--- src/rtl/nib_alu_pkg.sv ---
package nib_alu_pkg;

    parameter int unsigned NIB_W = 4;
    localparam int unsigned SEL_W = 3;
    localparam int unsigned EXT_W = NIB_W + 1;

    typedef enum logic [SEL_W-1:0] {
        FN_ADD = 3'b000,
        FN_SUB = 3'b001,
        FN_INC = 3'b010,
        FN_DEC = 3'b011,
        FN_AND = 3'b100,
        FN_OR  = 3'b101,
        FN_XOR = 3'b110,
        FN_NOT = 3'b111
    } fn_e;

    typedef struct packed {
        logic             cy;
        logic [NIB_W-1:0] val;
    } alu_res_t;

    // top bit of the code splits bitwise functions from arithmetic ones
    function automatic logic is_bitwise(fn_e f);
        return f[SEL_W-1];
    endfunction

    function automatic logic [1:0] sub_kind(fn_e f);
        return f[1:0];
    endfunction

endpackage

--- src/rtl/nib_alu_arith.sv ---
module nib_alu_arith
    import nib_alu_pkg::*;
(
    input  logic [NIB_W-1:0] a,
    input  logic [NIB_W-1:0] b,
    input  logic             cin,
    input  logic [1:0]       kind,
    output alu_res_t         res
);

    logic [EXT_W-1:0] ext_a;
    logic [EXT_W-1:0] ext_b;
    logic [EXT_W-1:0] wide;

    always_comb begin
        ext_a = {1'b0, a};
        ext_b = {1'b0, b};
        unique case (kind)
            2'b00:   wide = ext_a + ext_b + EXT_W'(cin);
            2'b01:   wide = ext_a - ext_b - EXT_W'(cin);
            2'b10:   wide = ext_b + EXT_W'(1);
            default: wide = ext_b - EXT_W'(1);
        endcase
        res.val = wide[NIB_W-1:0];
        res.cy  = wide[NIB_W];
    end

    always_comb begin
        // without a carry out the sum cannot fall below A
        if (kind == 2'b00 && !res.cy)
            a_r1_sum_not_below_a: assert (res.val >= a);
        // without a borrow the difference cannot exceed A
        if (kind == 2'b01 && !res.cy)
            a_r2_diff_not_above_a: assert (res.val <= a);
        // increment carries only when it lands on zero
        if (kind == 2'b10)
            a_r3_inc_wrap: assert (res.cy == (res.val == '0));
        // decrement borrows only when it lands on all ones
        if (kind == 2'b11)
            a_r4_dec_wrap: assert (res.cy == (res.val == '1));
    end

endmodule

--- src/rtl/nib_alu_logic.sv ---
module nib_alu_logic
    import nib_alu_pkg::*;
(
    input  logic [NIB_W-1:0] a,
    input  logic [NIB_W-1:0] b,
    input  logic [1:0]       kind,
    output alu_res_t         res
);

    always_comb begin
        res.cy = 1'b0;
        unique case (kind)
            2'b00:   res.val = a & b;
            2'b01:   res.val = a | b;
            2'b10:   res.val = a ^ b;
            default: res.val = ~b;
        endcase
    end

    always_comb begin
        // an AND result has no bit that A lacks
        if (kind == 2'b00)
            a_r5_and_within_a: assert ((res.val & ~a) == '0);
        // an OR result covers every bit of B
        if (kind == 2'b01)
            a_r5_or_covers_b: assert ((res.val & b) == b);
        // a complement shares no set bit with B
        if (kind == 2'b11)
            a_r6_not_disjoint: assert ((res.val & b) == '0);
    end

endmodule

--- src/rtl/nib_alu.sv ---
module nib_alu
    import nib_alu_pkg::*;
(
    input  logic [NIB_W-1:0] opnd_a,
    input  logic [NIB_W-1:0] opnd_b,
    input  logic             carry_in,
    input  logic [SEL_W-1:0] func_sel,
    output logic [NIB_W-1:0] result,
    output logic             carry_out
);

    fn_e      fn;
    alu_res_t arith_res;
    alu_res_t logic_res;
    alu_res_t pick;

    assign fn = fn_e'(func_sel);

    nib_alu_arith u_arith (
        .a    (opnd_a),
        .b    (opnd_b),
        .cin  (carry_in),
        .kind (sub_kind(fn)),
        .res  (arith_res)
    );

    nib_alu_logic u_logic (
        .a    (opnd_a),
        .b    (opnd_b),
        .kind (sub_kind(fn)),
        .res  (logic_res)
    );

    always_comb begin
        pick      = is_bitwise(fn) ? logic_res : arith_res;
        result    = pick.val;
        carry_out = pick.cy;
    end

    always_comb begin
        // bitwise functions never raise the carry
        if (func_sel[SEL_W-1])
            a_r5_bitwise_no_carry: assert (carry_out == 1'b0);
    end

endmodule

--- config.mk ---
export PLATFORM = sky130hd
export DESIGN_NAME = nib_alu
export DESIGN_NICKNAME = d
export VERILOG_FILES = /design/src/rtl/nib_alu_pkg.sv /design/src/rtl/nib_alu_arith.sv /design/src/rtl/nib_alu_logic.sv /design/src/rtl/nib_alu.sv
export SDC_FILE = /design/constraint.sdc
export NUM_CORES = 1
export LEC_CHECK = 0
export BUFFER_PORTS_ARGS = -buffer_cell sky130_fd_sc_hd__buf_2
export CAP_MARGIN = 25
export CORE_UTILIZATION = 31
export DETAILED_ROUTE_END_ITERATION = 6
export PLACE_DENSITY = 0.58
export SLEW_MARGIN = 20
export SYNTH_ARGS = -nofsm -noshare
export SYNTH_HDL_FRONTEND = slang
export SYNTH_SLANG_ARGS = --single-unit
--- constraint.sdc ---
create_clock -name vclk -period 1.96
set_clock_uncertainty 0.1 [all_clocks]
set_input_delay 0.196 -clock vclk [all_inputs]
set_output_delay 0.196 -clock vclk [all_outputs]
set_load 0.03 [all_outputs]
==> reports/qor.yml <==
synth_area_um2: 726.9
std_cell_rows: 17
syn_to_final_growth_pct: 46.30
io_pins: 17
portBuffers: 17
setup_tns_ns: -0.6226
place.gp.congestion: 0.7237
vias: 654
grt_pass1_vias: 658
fin_crit_sh: 1.109
setup_viol: 4
hold_slack_ns: 0.7357
wire_per_inst_um: 11.11
cp-end-kind: "output port"
tightest_slew_ns: 0.3179
max_cap_viol_count: 0
yosys-top-cells-count: "inv_1, ha_1, a21oi_1, o21ai_0"
slew_headroom: 0.7881
synthCells: 86
crit_arrival_ns: 1.88
dp_slack_ns: -0.4252
cts_hold_buf: 0
synthDominantCellAreaShare: 0.2582
failed_checks: "negative setup slack"
nFlopsAndLatches: 0
synth_nets: 118
power.leakage_nw: 0.5180
finalPower_mw: 0.3230
synth.distinct_cells: 28
required_ns: 1.66
wirelength_mm: 1.544
seq_area_um2: 0
clockBufferCount: 0
critical_path.endpoint: "carry_out"
synth-seq-area-share: 0
post-synth-top-count-cell: "inv_1"
grt-ovfl-total: 0
antenna_found_initial: 0
hold_violations: 0
worstSetupStartpointType: "input port"
cts_setup_buffers: 0
nets: 145
initial_core_util: 0.3286
die_h_um: 50.43
vias_per_cell: 4.705
rsz0062_at_grt: "yes"
min_path_type: "input port to output port"
cp_max_fo: 3
detail_route.first_pass.iterations: 2
antenna_cells: 0
yosys.area.top_type: "ha_1"
fmaxAchievable_ghz: 0.4601
gr-usage-all-layers: 0.1382
drive_above_1_share: 0.4595
final_core_util: 0.4808
grt_pass1_wl_mm: 2.842
fp.dieW_um: 50.43
critPathKind: "input port to output port"
drt_iter0_drc: 2
grt_start_max_net_pins: 16
final_antenna_net_count: 0
drcViolationCount: 0
synth_area_per_cell_um2: 8.453
fin_crit_ns: 2.173
cp-startpoint: "opnd_a[0]"
synth.area.top_cells: "ha_1, fa_1, mux4_2"
hpwl_mm: 1.334
outcome: "finished with violations"
power.density_mw_per_mm2: 303.7
layout_setup_ws_ns: -0.2135
synth_warnings: 0
finalMaxSlewViolations: 0
peakVddDrop_mv: 0.1594
die-area_mm2: 0.002543
core-area_mm2: 0.002212
[cell usage in the layout, fill, tap and decap left out, types with 3 or more instances in the layout]
cell type   n
a21oi_1     5
o21ai_0     4
buf_8       3
xnor2_1     5
nor2_1      3
buf_6       3
ha_1       14
buf_2      10
buf_4      13
inv_1      14
nand2_1     4
mux4_2      3
fa_2        4
[worst max-delay path, cell delays in order]
cell	delay (ns)
buf_8	0.10
fa_2	0.42
inv_2	0.07
fa_2	0.22
nand2b_4	0.06
a21oi_2	0.12
xnor2_1	0.11
o211a_1	0.26
nor4_4	0.12
buf_4	0.19
[layout make-up]
| cell class | count | area, µm² |
|---|---|---|
| Tap cell | 28 | 35.03 |
| Multi-Input combinational cell | 65 | 733.2 |
| Timing Repair Buffer | 29 | 226.5 |
| Inverter | 17 | 68.82 |
| Fill cell | 226 | 1149 |
[metal layers]
layer	GRT usage	vias to the layer above	wire (µm)
met5	0	-	0
met4	0	0	0
met3	0	0	26
met2	0.2556	9	780
met1	0.1901	304	737
li1	-	341	-
[worst min path at each step]
stage	endpoint	startpoint	cells after the start	slack (ns)
floorplan	result[2]	opnd_b[2]	2	0.63
global placement	carry_out	func_sel[2]	3	0.76
detailed placement	carry_out	func_sel[2]	3	0.76
CTS	result[2]	func_sel[2]	3	0.75
global route	result[2]	func_sel[2]	3	0.76
finish	result[2]	func_sel[2]	3	0.74
[cell families after synthesis]
group,share of synthesized area
mux,0.1515
fa+ha+maj,0.3959
buf+inv,0.1153
compound gates,0.1739
xor+xnor,0.07229
simple gates,0.09123
[where the power goes]
group	internal [mW]	switching [mW]
clock	0	0
combinational	0.162	0.161
sequential	0	0
total	0.162	0.161
[through the flow]
stage / instances / cell area (µm²)
6_report: 139 / 1064
5_1_grt: 139 / 1064
4_1_cts: 139 / 1064
3_5_place_dp: 139 / 973.4
3_3_place_gp: 139 / 973.4
2_1_floorplan: 86 / 790.8
[what timing repair did]
item,4_1_cts,5_1_grt
pin swaps,15,5
resized for setup,28,0
endpoints found under the setup margin,4,4
No activity file was read; power rests on OpenSTA's default activity.
